===== config.mk =====
export PLATFORM = sky130hd
export DESIGN_NAME = dual_capture_unit
export DESIGN_NICKNAME = d
export VERILOG_FILES = /design/src/rtl/cap_pkg.sv /design/src/rtl/cap_sync_edge.sv /design/src/rtl/cap_ctrl_reg.sv /design/src/rtl/cap_channel.sv /design/src/rtl/dual_capture_unit.sv
export SDC_FILE = /design/constraint.sdc
export NUM_CORES = 1
export LEC_CHECK = 0
export CAP_MARGIN = 20
export CORE_MARGIN = 10
export CORE_UTILIZATION = 48
export DETAILED_ROUTE_END_ITERATION = 12
export PLACE_DENSITY = 0.92
export SYNTH_ARGS = -nofsm -noshare
export SYNTH_HDL_FRONTEND = slang
export SYNTH_SLANG_ARGS = --single-unit

===== constraint.sdc =====
create_clock -name clk -period 1.8 [get_ports clk]
set_input_delay 0.36 -clock clk [delete_from_list [all_inputs] [get_ports clk]]
set_output_delay 0.36 -clock clk [all_outputs]
set_load 0.01 [all_outputs]

===== src/rtl/cap_pkg.sv =====
package cap_pkg;

  localparam int CAP_MODE_W = 4;

  typedef enum logic [1:0] {
    EV_FALL  = 2'd0,
    EV_RISE  = 2'd1,
    EV_DIV_A = 2'd2,
    EV_DIV_B = 2'd3
  } ev_sel_e;

  // Upper mode bits 01 select a capture mode; everything else is idle.
  function automatic logic mode_captures(input logic [CAP_MODE_W-1:0] m);
    return m[CAP_MODE_W-1:CAP_MODE_W-2] == 2'b01;
  endfunction

endpackage


===== src/rtl/cap_sync_edge.sv =====
module cap_sync_edge #(
  parameter int STAGES = 2
) (
  input  logic clk,
  input  logic rst,
  input  logic pin_raw,
  output logic rise_ev,
  output logic fall_ev
);

  logic [STAGES-1:0] sync_q;
  logic              prev_q;

  always_ff @(posedge clk) begin
    if (rst) begin
      sync_q <= '0;
      prev_q <= 1'b0;
    end else begin
      sync_q <= {sync_q[STAGES-2:0], pin_raw};
      prev_q <= sync_q[STAGES-1];
    end
  end

  assign rise_ev =  sync_q[STAGES-1] & ~prev_q;
  assign fall_ev = ~sync_q[STAGES-1] &  prev_q;

endmodule


===== src/rtl/cap_ctrl_reg.sv =====
module cap_ctrl_reg #(
  parameter int NCH    = 2,
  parameter int MODE_W = 4,
  localparam int CTRL_W = NCH * MODE_W
) (
  input  logic              clk,
  input  logic              rst,
  input  logic              we,
  input  logic [CTRL_W-1:0] wdata,
  output logic [CTRL_W-1:0] mode_vec
);

  always_ff @(posedge clk) begin
    if (rst)     mode_vec <= '0;
    else if (we) mode_vec <= wdata;
  end

endmodule


===== src/rtl/cap_channel.sv =====
module cap_channel
  import cap_pkg::*;
#(
  parameter int TMR_W = 16,
  parameter int PRE_W = 4,
  parameter int DIV_A = 4,
  parameter int DIV_B = 16
) (
  input  logic                  clk,
  input  logic                  rst,
  input  logic [CAP_MODE_W-1:0] mode,
  input  logic                  rise_ev,
  input  logic                  fall_ev,
  input  logic [TMR_W-1:0]      tmr_val,
  input  logic                  flag_clr,
  output logic [TMR_W-1:0]      cap_val,
  output logic                  flag
);

  localparam logic [PRE_W-1:0] LIM_A = PRE_W'(DIV_A - 1);
  localparam logic [PRE_W-1:0] LIM_B = PRE_W'(DIV_B - 1);

  logic [PRE_W-1:0] pre_cnt;
  logic             cap_en;
  logic             divided;
  logic [PRE_W-1:0] lim;
  logic             fire;
  ev_sel_e          sel;

  always_comb begin
    cap_en  = mode_captures(mode);
    sel     = ev_sel_e'(mode[1:0]);
    divided = (sel == EV_DIV_A) || (sel == EV_DIV_B);
    lim     = (sel == EV_DIV_B) ? LIM_B : LIM_A;
    fire    = 1'b0;
    if (cap_en) begin
      unique case (sel)
        EV_FALL:  fire = fall_ev;
        EV_RISE:  fire = rise_ev;
        default:  fire = rise_ev && (pre_cnt >= lim);
      endcase
    end
  end

  always_ff @(posedge clk) begin
    if (rst || !cap_en)           pre_cnt <= '0;
    else if (rise_ev && divided)  pre_cnt <= fire ? '0 : pre_cnt + 1'b1;
  end

  always_ff @(posedge clk) begin
    if (rst)       cap_val <= '0;
    else if (fire) cap_val <= tmr_val;
  end

  always_ff @(posedge clk) begin
    if (rst)           flag <= 1'b0;
    else if (fire)     flag <= 1'b1;
    else if (flag_clr) flag <= 1'b0;
  end

endmodule


===== src/rtl/dual_capture_unit.sv =====
module dual_capture_unit
  import cap_pkg::*;
#(
  parameter int NCH         = 2,
  parameter int TMR_W       = 16,
  parameter int SYNC_STAGES = 2,
  parameter int PRE_W       = 4,
  parameter int DIV_A       = 4,
  parameter int DIV_B       = 16,
  localparam int CTRL_W     = NCH * CAP_MODE_W
) (
  input  logic                 clk,
  input  logic                 rst,
  input  logic                 pin_raw,
  input  logic [TMR_W-1:0]     tmr_val,
  input  logic                 ctrl_we,
  input  logic [CTRL_W-1:0]    ctrl_wdata,
  input  logic [NCH-1:0]       flag_clr,
  output logic [NCH*TMR_W-1:0] cap_vals,
  output logic [NCH-1:0]       cap_flag
);

  logic              rise_ev;
  logic              fall_ev;
  logic [CTRL_W-1:0] mode_vec;

  cap_sync_edge #(.STAGES(SYNC_STAGES)) u_edge (
    .clk     (clk),
    .rst     (rst),
    .pin_raw (pin_raw),
    .rise_ev (rise_ev),
    .fall_ev (fall_ev)
  );

  cap_ctrl_reg #(.NCH(NCH), .MODE_W(CAP_MODE_W)) u_ctrl (
    .clk      (clk),
    .rst      (rst),
    .we       (ctrl_we),
    .wdata    (ctrl_wdata),
    .mode_vec (mode_vec)
  );

  for (genvar g = 0; g < NCH; g++) begin : g_ch
    cap_channel #(
      .TMR_W (TMR_W),
      .PRE_W (PRE_W),
      .DIV_A (DIV_A),
      .DIV_B (DIV_B)
    ) u_ch (
      .clk      (clk),
      .rst      (rst),
      .mode     (mode_vec[g*CAP_MODE_W +: CAP_MODE_W]),
      .rise_ev  (rise_ev),
      .fall_ev  (fall_ev),
      .tmr_val  (tmr_val),
      .flag_clr (flag_clr[g]),
      .cap_val  (cap_vals[g*TMR_W +: TMR_W]),
      .flag     (cap_flag[g])
    );
  end

endmodule


Word-level counts from Yosys, hierarchy flattened. Cells that the tools add are included.

Bits in latches: 0. ROM bits: 0. Bits in writable memories: 0. Memories kept: 0. Output and inout port bits: 34. Register bits: 53. Word-level logic and storage cells: 51.

Mux-type cells: 12. Shift operators: 0. Equal/unequal tests: 8. Bitwise gates (word level): 4. $lt $le $gt $ge: 2. Add/subtract/negate cells: 2. $mul: 0. Div/mod/pow operators: 0. Reductions and logical operators: 14.

Operator list (number): 4-bit 2-to-1 mux (4); 4-bit by 1-bit adder with 4-bit output (second input constant) (2); 2-bit by 1-bit == test with 1-bit output (second input constant) (4); 2-bit == test (second input constant) (4); 4-bit greater-or-equal comparator (2); 1-bit 2-to-1 mux (6); 1-bit logical AND (4); 2-bit logical NOT (2); 1-bit logical OR (4); 1-bit one-hot mux with 2 select lines (2); 2-bit nonzero test (2); 1-bit AND (2); 1-bit logical NOT (2); 1-bit NOT (2).

Longest topological paths before layout. Gate-level depths: netlist (run 1).

Depth in word-level cells: 7. Depth in mapped cells: 8. Mapped depth without buffers: 6.

Hierarchy. Synthesis (run 1) repeated with hierarchy kept, for this count alone.

Cells, all modules: 256. Area total of the unflattened synthesis: 2473.6 um^2.

By module, submodules not included: cap_channel (instances 2, area an instance 1048.5 um^2, cells each 111); cap_ctrl_reg (instances 1, area an instance 285.3 um^2, cells each 26); cap_sync_edge (instances 1, area an instance 91.3 um^2, cells each 8).

Least setup slack after synthesis (run 1). Ideal clock, no wire load.

Path kind: reg2reg. Start: register u_ctrl.mode_vec[1]. End: register g_ch[0].u_ch.cap_val[10]. Setup time: 0.072 ns. Slack: 0.216 ns. Path buffers: 2. Arrival: 1.512 ns. Required time: 1.728 ns. Stages on the path, launching flop included: 9. Period minus slack after synthesis: 1.584 ns. Path through: dfxtp_1 > nand2_1 > ha_1 > nand3_1 > nand4b_1 > and3_4 > buf_6 > buf_6 > mux2i_1.

Cells in the longest elaborated chain, start to end: 6. Elaborated cells on any way between the ends: 8. Those cells by class: order compare (1); eq/ne (2); mux (3); reduce/logical (2).

RTL lines: start: declaration (line cap_ctrl_reg.sv:10) `output logic [CTRL_W-1:0] mode_vec`; start signal: assignment (line cap_ctrl_reg.sv:15) `else if (we) mode_vec <= wdata;`; 2-bit == test (line cap_channel.sv:34) `lim = (sel == EV_DIV_B) ? LIM_B : LIM_A;`; 4-bit 2-to-1 mux (line cap_channel.sv:34); 4-bit greater-or-equal comparator (line cap_channel.sv:40) `default: fire = rise_ev && (pre_cnt >= lim);`; 1-bit logical AND (line cap_channel.sv:40); 1-bit one-hot mux with 2 select lines * (line cap_channel.sv:37) `unique case (sel)`; 1-bit 2-to-1 mux * (line cap_channel.sv:36) `if (cap_en) begin`; end signal: assignment (line cap_channel.sv:52) `else if (fire) cap_val <= tmr_val;`; end: declaration (line cap_channel.sv:16) `output logic [TMR_W-1:0] cap_val,`.

Every way passes the cells marked *; elsewhere a longest branch is shown, timed or not. A chain may end at the register's enable or synchronous reset.

Worst setup path in the final report (run 1).
Start: register u_ctrl.mode_vec[1]. End: register g_ch[0].u_ch.cap_val[2].

The elaborated chain is that of the path after synthesis.

==> results.cfg, run 1 <==
[die]
rows = 25
die_w_um = 89.9
core_area_um2 = 4720
start_util_pct = 49.7
die_y_um = 89.9
fp.dieArea_um2 = 8090
io_pins = 64

[route]
wl_per_cell_um = 15.0
drc = 0
routed_wl_mm = 5.46
vias_per_cell = 5.01
num_vias = 1820
first_pass_iters = 4
antenna_left = 0
first_iter_violations = 76

[sta]
maxClockFrequency_mhz = 591
fin_skew_ns = 0.0108
rsz0062_at_grt = no
setup_viol = 0
hold_viol_final = 0
relSlewSlack_pct = 73.8
worstMarginPinSlew_ns = 0.392
tns_ns = 0
slew_viol_final = 0
fin_crit_ns = 1.69
fin_crit_sh_pct = 94.0

[setup_path]
worstSetupEndpointType = flip-flop
cp_max_fo = 13
cp-start-kind = flip-flop
slowest_delay_ns = 0.41
required_ns = 2.04
crit_type = reg2reg
crit_slowest_cell = dfxtp_1
crit_chain = nand2_1 -> ha_1 -> nand3_1 -> nand4b_1 -> and3_4 -> mux2i_1
arrival_ns = 1.93

[synth]
ys_ff_latch = 53
synth_fp_nets = 271
ys_seq_area_share_pct = 45.2
netlist_area_um2 = 2350
yosysWarnings = 0
synth_area_per_cell_um2 = 9.99
yosys.cell_types.count = 29
syn_inst = 235

[cts]
clk_pin_slew_ns = 0.09
cts_tree = done
cts_hold_buf = 0
numCtsBuffers = 5
postCtsSetupBuffers = 0
htree_num_levels = 2
post_cts_resized = 0
cts_num_sinks = 53
cts_root_buf = clkbuf_8
insertion_delay_ns = 0.30
cts_max_path_buffers = 2

[worst_hold_path]
hold_class = reg2reg

[place]
numPortBuffers = 63
post-dp-hpwl_mm = 4.19
place_area_um2 = 3040
place_congestion = 0.872

[layout]
multiInputGateArea_um2 = 1210
diodes = 0
final_area_um2 = 3170
drive_gt1_share_pct = 6.76
area_growth_pct = 34.8
nNetsFinal = 331
seqCellArea_um2 = 1060
fill_cells = 376

[global_route]
globalRoute.totalOverflow = 0
grt_pass1_vias = 1840
antenna_found_initial = 0
track_usage_pct = 13.4
grt_pass1_wl_mm = 9.03
grt_max_degree = 54

[power_and_ir_drop]
p_per_area_nw_per_um2 = 703
ir_drop_uv = 402
p_leak_nw = 1.29

[run_status]
status = finished, final reports clean

[run]
cap_viol_max_count = 0
## cell families (layout without fill, tap and decap cells)
kind of cell / Yosys count / count (layout) / share of synthesized area [%]
AO/OA/AOI/OAI: 8 / 8 / 2.18
adder cells (fa/ha/maj): 6 / 6 / 3.20
buffers and inverters: 15 / 76 / 3.57
flip-flops: 53 / 53 / 45.2
multiplexers: 42 / 42 / 18.2
AND/OR/NAND/NOR: 111 / 111 / 27.7
## through the flow
| stage | util, % | setup slack [ns] | power (mW) | cells | hold slack, ns |
|---|---|---|---|---|---|
| 2_1_floorplan | - | 0.216 | 1.32 | 235 | 0.414 |
| 3_5_place_dp | 64.4 | 0.0881 | 1.42 | 355 | 0.424 |
| 3_3_place_gp | 64.4 | 0.108 | 1.42 | 355 | 0.430 |
| 5_1_grt | 67.0 | 0.000276 | 2.30 | 363 | 0.458 |
| 4_1_cts | 66.9 | 0.0503 | 2.24 | 363 | 0.444 |
| 6_report | 67.0 | 0.108 | 2.23 | 363 | 0.443 |
## sequential cells by signal, indices dropped and copies added, names as in the netlist
| register | count |
|---|---|
| g_ch.u_ch.cap_val | 32 |
| u_ctrl.mode_vec | 8 |
| u_edge.sync_q | 2 |
| u_edge.prev_q | 1 |
| g_ch.u_ch.flag | 2 |
| g_ch.u_ch.pre_cnt | 8 |
## cells in the mapped netlist
| master | number | area [um2] |
|---|---|---|
| dfxtp_1 | 53 | 1060 |
| mux2i_1 | 40 | 400 |
| buf_6 | 2 | 22.5 |
| nand4b_1 | 2 | 17.5 |
| nor2b_2 | 1 | 8.76 |
| o31ai_1 | 1 | 7.51 |
| nand2_1 | 8 | 30.0 |
| mux2_4 | 1 | 15.0 |
| mux2_2 | 1 | 11.3 |
| buf_2 | 1 | 5.00 |
| and3b_1 | 3 | 26.3 |
| a21oi_1 | 4 | 20.0 |
| a32o_1 | 1 | 10.0 |
| nand3_1 | 5 | 25.0 |
| buf_4 | 3 | 22.5 |
| nand4_1 | 2 | 12.5 |
| nor4bb_1 | 1 | 10.0 |
| ha_1 | 6 | 75.1 |
| nor2b_1 | 7 | 43.8 |
| nand2b_1 | 51 | 319 |
| nor3b_1 | 1 | 7.51 |
| nand3_2 | 1 | 10.0 |
| nor3_1 | 3 | 15.0 |
| and3_1 | 8 | 50.1 |
| nor2_1 | 17 | 63.8 |
| a22o_1 | 1 | 8.76 |
| o21ai_1 | 1 | 5.00 |
| and3_4 | 1 | 11.3 |
| clkbuf_1 | 9 | 33.8 |
## report_power, final
group	internal (mW)	switching [mW]
sequential	1.19	0.0133
clock	0.454	0.378
combinational	0.120	0.0718
## worst max-delay path: cells and delay by family (launching register included)
kind	cells	cell delay, ns
adder cells (fa/ha/maj)	1	0.30
multiplexers	1	0.23
AND/OR/NAND/NOR	4	0.69
flip-flops	1	0.41
## per-layer routing
metal	global-route usage (%)	routed length (um)	vias to the layer above
met1	14.5	2320	851
met5	0	0	-
met4	3.58	51	0
met2	22.9	2610	52
met3	6.48	487	7
li1	-	-	910
## path summary, 6_finish.rpt
kind	slack, ns	to	cells after the start	from
setup / recovery	0.11	g_ch[0].u_ch.cap_val[2]	6	u_ctrl.mode_vec[1]
hold / removal	0.44	u_edge.sync_q[1]	1	u_edge.sync_q[0]
setup reg to reg	0.11	g_ch[0].u_ch.cap_val[2]	6	u_ctrl.mode_vec[1]
hold reg to reg	0.44	u_edge.sync_q[1]	1	u_edge.sync_q[0]
## layout by cell type (no fill, tap or decap), drive strengths merged, types with 4 or more instances in the layout
| cell | instances |
|---|---|
| clkdlybuf4s50 | 63 |
| dfxtp | 53 |
| nand2b | 51 |
| mux2i | 40 |
| nor2 | 17 |
| and3 | 9 |
| nand2 | 8 |
| nor2b | 8 |
| clkbuf | 7 |
| ha | 6 |
| nand3 | 6 |
| buf | 5 |
| a21oi | 4 |
## final cells by class
class | instances | share of cell area (%)
clock inverter | 1 | 0.948
timing repair buffer | 68 | 21.9
sequential | 53 | 33.5
multi-input combinational | 167 | 38.2
clock buffer | 7 | 2.73
tap | 67 | 2.65
No activity file was read; power rests on OpenSTA's default activity.
==> inputs of run 2 (changes only) <==
--- a/config.mk
+++ b/config.mk
@@ -5,11 +5,11 @@
 export SDC_FILE = /design/constraint.sdc
 export NUM_CORES = 1
 export LEC_CHECK = 0
-export CAP_MARGIN = 20
+export CAP_MARGIN = 10
 export CORE_MARGIN = 10
 export CORE_UTILIZATION = 48
 export DETAILED_ROUTE_END_ITERATION = 12
-export PLACE_DENSITY = 0.92
+export PLACE_DENSITY_LB_ADDON = 0.08
 export SYNTH_ARGS = -nofsm -noshare
 export SYNTH_HDL_FRONTEND = slang
 export SYNTH_SLANG_ARGS = --single-unit
==> run 2 against run 1 <==
Against the previous run: critical path depth unchanged; core utilization grew 0.13 points; final cell count up 0.28%; sequential power barely moved; clock-buffer cell count is the same; sequential cell count unchanged; total power is 0.24% lower; critical path type unchanged.
==> results.cfg, run 2 (same netlist as run 1, synthesis figures left out) <==
[setup_path]
arrival_ns = 1.86
required_ns = 2.03
r2r-start = u_ctrl.mode_vec[1]
crit_type = reg2reg
worstSetupEndpointType = flip-flop
cp-start-kind = flip-flop
cp_max_fo = 13
reg2reg_depth = 6
reg2reg_setup_slack_ns = 0.17
r2r-end = g_ch[0].u_ch.cap_val[8]

[die]
fp.dieArea_um2 = 8090
die_w_um = 89.9
die_y_um = 89.9
core_area_um2 = 4720
io_pins = 64
rows = 25
start_util_pct = 49.7

[sta]
worst_slack_ns = 0.175
fin_crit_ns = 1.63
hold_viol_final = 0
rsz0062_at_grt = no
maxClockFrequency_mhz = 615
slew_viol_final = 0
fin_skew_ns = 0.00591
fin_crit_sh_pct = 90.3
relSlewSlack_pct = 78.7
tns_ns = 0
worstMarginPinSlew_ns = 0.318
setup_viol = 0

[route]
first_iter_violations = 52
antenna_left = 0
wl_per_cell_um = 14.4
num_vias = 1789
vias_per_cell = 4.91
first_pass_iters = 5
drc = 0
routed_wl_mm = 5.23

[layout]
drive_gt1_share_pct = 7.07
nNetsFinal = 332
regMostFlops = g_ch.u_ch.cap_val
reg_top3 = g_ch.u_ch.cap_val: 32 flops, g_ch.u_ch.pre_cnt: 8 flops, u_ctrl.mode_vec: 8 flops
final_cell_mix = clkdlybuf4s50_1 (63), dfxtp_1 (52), nand2b_1 (51)
final_area_um2 = 3170
diodes = 0
area_growth_pct = 35.1
layout_commonest_cell = clkdlybuf4s50_1
largest_reg_flops = 32
fill_cells = 380

[cts]
cts_num_sinks = 53
htree_num_levels = 2
cts_tree = done
cts_root_buf = clkbuf_8
insertion_delay_ns = 0.30
numCtsBuffers = 5
cts_max_path_buffers = 2
clk_pin_slew_ns = 0.09

[global_route]
globalRoute.totalOverflow = 0
grt_pass1_vias = 1765
track_usage_pct = 12.8
grt_pass1_wl_mm = 8.68
grt_max_degree = 55
antenna_found_initial = 0

[place]
numPortBuffers = 63
place_congestion = 0.766
place_area_um2 = 3050
post-dp-hpwl_mm = 3.85
place_ws_ns = 0.0638

[power_and_ir_drop]
p_per_area_nw_per_um2 = 700
p_total_mw = 2.22
ir_drop_uv = 414
p_leak_nw = 1.29

[run]
cap_viol_max_count = 0

[worst_hold_path]
hold_class = reg2reg
min_from = u_edge.sync_q[0]
whs_path_depth = 1
hold_end = u_edge.sync_q[1]

[run_status]
status = finished, final reports clean
==> run 2: routing by layer <==
metal,wire length (um),GRT usage (%),vias up
met5,0,0,-
met4,48,3.18,0
met3,371,5.82,6
met2,2340,19.7,47
met1,2470,15.8,822
li1,-,-,914
==> run 2: what timing repair did <==
item	4_1_cts	5_1_grt
hold buffers	0	0
buffers inserted	0	0
gates resized for setup	0	3
setup endpoints to repair	0	9
==> run 2: metrics by stage <==
stage / cells / hold slack (ns) / utilization (%)
3_3_place_gp: 356 / 0.422 / 64.6
3_5_place_dp: 356 / 0.430 / 64.6
5_1_grt: 364 / 0.491 / 67.2
4_1_cts: 364 / 0.463 / 67.0
2_1_floorplan: 235 / 0.414 / -
6_report: 364 / 0.454 / 67.2
==> run 2: final cells by class <==
type / instances / area (um2) / share of cell area, %
Sequential cell: 53 / 1060 / 33.5
Tap cell: 67 / 83.8 / 2.64
Clock buffer: 7 / 86.3 / 2.72
Timing Repair Buffer: 69 / 701 / 22.1
Clock inverter: 1 / 30.0 / 0.946
Multi-Input combinational cell: 167 / 1210 / 38.1
==> run 2: worst max-delay path: stages (launching register included) <==
cell and delay, ns:
dfxtp_2 0.37, nand2_1 0.09, ha_1 0.29, nand3_1 0.08, nand4b_1 0.15, and3_4 0.36, mux2i_1 0.22
==> run 2: power breakdown <==
part           total [mW]  switching (mW)  leakage (nW)  internal, mW
Combinational       0.192          0.0710         0.803         0.121
Sequential           1.20          0.0120         0.429          1.19
Clock               0.828           0.374        0.0585         0.454
Total                2.22           0.457          1.29          1.76
==> run 2: worst max path at each step <==
stage / from / to / slack, ns / depth (start not counted)
global route: u_ctrl.mode_vec[1] / g_ch[0].u_ch.cap_val[8] / 0.05 / 6
global placement: rst / g_ch[0].u_ch.pre_cnt[0] / 0.12 / 6
finish: u_ctrl.mode_vec[1] / g_ch[0].u_ch.cap_val[8] / 0.17 / 6
floorplan: u_ctrl.mode_vec[1] / g_ch[0].u_ch.cap_val[10] / 0.22 / 8
CTS: u_ctrl.mode_vec[1] / g_ch[0].u_ch.cap_val[15] / 0.11 / 6
detailed placement: rst / g_ch[0].u_ch.pre_cnt[0] / 0.06 / 6
==> inputs of run 3 (changes only) <==
--- a/config.mk
+++ b/config.mk
@@ -7,8 +7,10 @@
 export LEC_CHECK = 0
 export CAP_MARGIN = 10
 export CORE_MARGIN = 10
-export CORE_UTILIZATION = 48
+export CORE_UTILIZATION = 55
+export CTS_CLUSTER_DIAMETER = 200
 export DETAILED_ROUTE_END_ITERATION = 12
+export DONT_BUFFER_PORTS = 1
 export PLACE_DENSITY_LB_ADDON = 0.08
 export SYNTH_ARGS = -nofsm -noshare
 export SYNTH_HDL_FRONTEND = slang
==> constraint.sdc (replaced) <==
create_clock -name clk -period 1.7 [get_ports clk]
set_input_delay 0.34 -clock clk [delete_from_list [all_inputs] [get_ports clk]]
set_output_delay 0.34 -clock clk [all_outputs]
set_load 0.01 [all_outputs]
==> run 3 against run 2 <==
Against the previous run: sequential cell count stayed put; clock-buffer cell count stayed put; routed wire length is 0.98% higher; largest power group unchanged; core utilization is 4.3 points lower; global-route usage is 1.1 points higher; total power is 1.4% higher; maximum frequency is 1.1% lower; first-iteration DRC count is 73% higher; critical path depth stayed put; highest routed layer unchanged.
==> results.cfg, run 3 (same netlist as run 1, synthesis figures left out) <==
[run_status]
status = finished, final reports clean

[layout]
diodes = 0
nNetsFinal = 269
finish.utilization_pct = 62.9
reg_top3 = g_ch.u_ch.cap_val: 32 flops, g_ch.u_ch.pre_cnt: 8 flops, u_ctrl.mode_vec: 8 flops
drive_gt1_share_pct = 10.7
area_growth_pct = 8.68
fill_cells = 334
largest_reg_flops = 32
regMostFlops = g_ch.u_ch.cap_val
fin_cells = 284
final_area_um2 = 2550
final_cell_mix = nand2b_1 (51), dfxtp_1 (49), mux2i_1 (40)
layout_commonest_cell = nand2b_1

[sta]
worst_slack_ns = 0.0573
fin_crit_ns = 1.64
fin_crit_sh_pct = 96.6
fin_skew_ns = 0.00534
maxClockFrequency_mhz = 609
hold-worst-slack_ns = 0.0896
relSlewSlack_pct = 65.2
rsz0062_at_grt = yes
worstMarginPinSlew_ns = 0.521
slew_viol_final = 0
setup_viol = 0
hold_viol_final = 0
tns_ns = 0

[cts]
numCtsBuffers = 5
clk_pin_slew_ns = 0.09
cts_hold_buf = 0
cts_max_path_buffers = 2
cts_tree = done
cts_root_buf = clkbuf_8
cts_num_sinks = 53
htree_num_levels = 2
insertion_delay_ns = 0.30

[power_and_ir_drop]
p_total_mw = 2.25
p_per_area_nw_per_um2 = 882
p_leak_nw = 1.08
ir_drop_uv = 605

[setup_path]
arrival_ns = 1.87
worstSetupEndpointType = flip-flop
cp-start-kind = flip-flop
required_ns = 1.92
crit_type = reg2reg
cp_max_fo = 6

[die]
die_w_um = 85.3
io_pins = 64
rows = 23
start_util_pct = 57.9
die_y_um = 85.3
core_area_um2 = 4060
fp.dieArea_um2 = 7280

[global_route]
grt_pass1_vias = 1608
globalRoute.totalOverflow = 0
grt_pass1_wl_mm = 8.25
antenna_found_initial = 0
track_usage_pct = 13.9
grt_max_degree = 64

[route]
wl_per_cell_um = 18.6
antenna_left = 0
num_vias = 1576
routed_wl_mm = 5.28
vias_per_cell = 5.55
drc = 0
first_pass_iters = 4
first_iter_violations = 90

[place]
post-dp-hpwl_mm = 3.77
place_congestion = 0.816
place_area_um2 = 2360
dp_cells = 273
numPortBuffers = 0
place_ws_ns = 0.0105

[run]
cap_viol_max_count = 0

[worst_hold_path]
hold_class = in2reg
[run 3: where the power goes]
group / leakage (nW) / internal, mW / switching [mW] / total (mW)
Sequential: 0.430 / 1.26 / 0.0169 / 1.28
Clock: 0.0585 / 0.480 / 0.387 / 0.867
Combinational: 0.593 / 0.0608 / 0.0471 / 0.108
Total: 1.08 / 1.80 / 0.451 / 2.25
[run 3: worst max-delay path, stage by stage, from the launching register on]
cell	delay, ns
dfxtp_2	0.35
nand2_1	0.08
ha_1	0.29
nand3_1	0.09
nand4b_1	0.17
and3_2	0.34
o31ai_1	0.24
[run 3: repair_timing]
action                                  in CTS  in global routing
setup buffers                                0                  1
endpoints found under the setup margin       4                 33
pin swaps                                    0                  3
gates resized for setup                      1                  8
cloned                                       0                  2
[run 3: final timing paths]
kind | end | depth (start not counted) | start | slack, ns
hold / removal | u_ctrl.mode_vec[4] | 1 | rst | 0.09
setup / recovery | g_ch[0].u_ch.pre_cnt[0] | 6 | u_ctrl.mode_vec[0] | 0.06
hold reg to reg | u_edge.sync_q[1] | 1 | u_edge.sync_q[0] | 0.47
setup reg to reg | g_ch[0].u_ch.pre_cnt[0] | 6 | u_ctrl.mode_vec[0] | 0.06
[run 3: per-layer routing]
layer	up-vias	part of all wire (%)	global-route usage [%]	wire [um]
met5	-	0	0	0
met4	0	1.0	4.34	54
met3	7	7.2	6.69	382
met2	40	51	23.5	2680
met1	740	41	14.9	2170
li1	789	-	-	-
[run 3: cell type report]
type	instances	area [um2]	share of cell area, %
clock buffer	7	86.3	3.38
clock inverter	1	30.0	1.18
multi-input combinational	168	1240	48.6
sequential	53	1070	41.8
tap	50	62.6	2.45
timing repair buffer	5	67.6	2.65
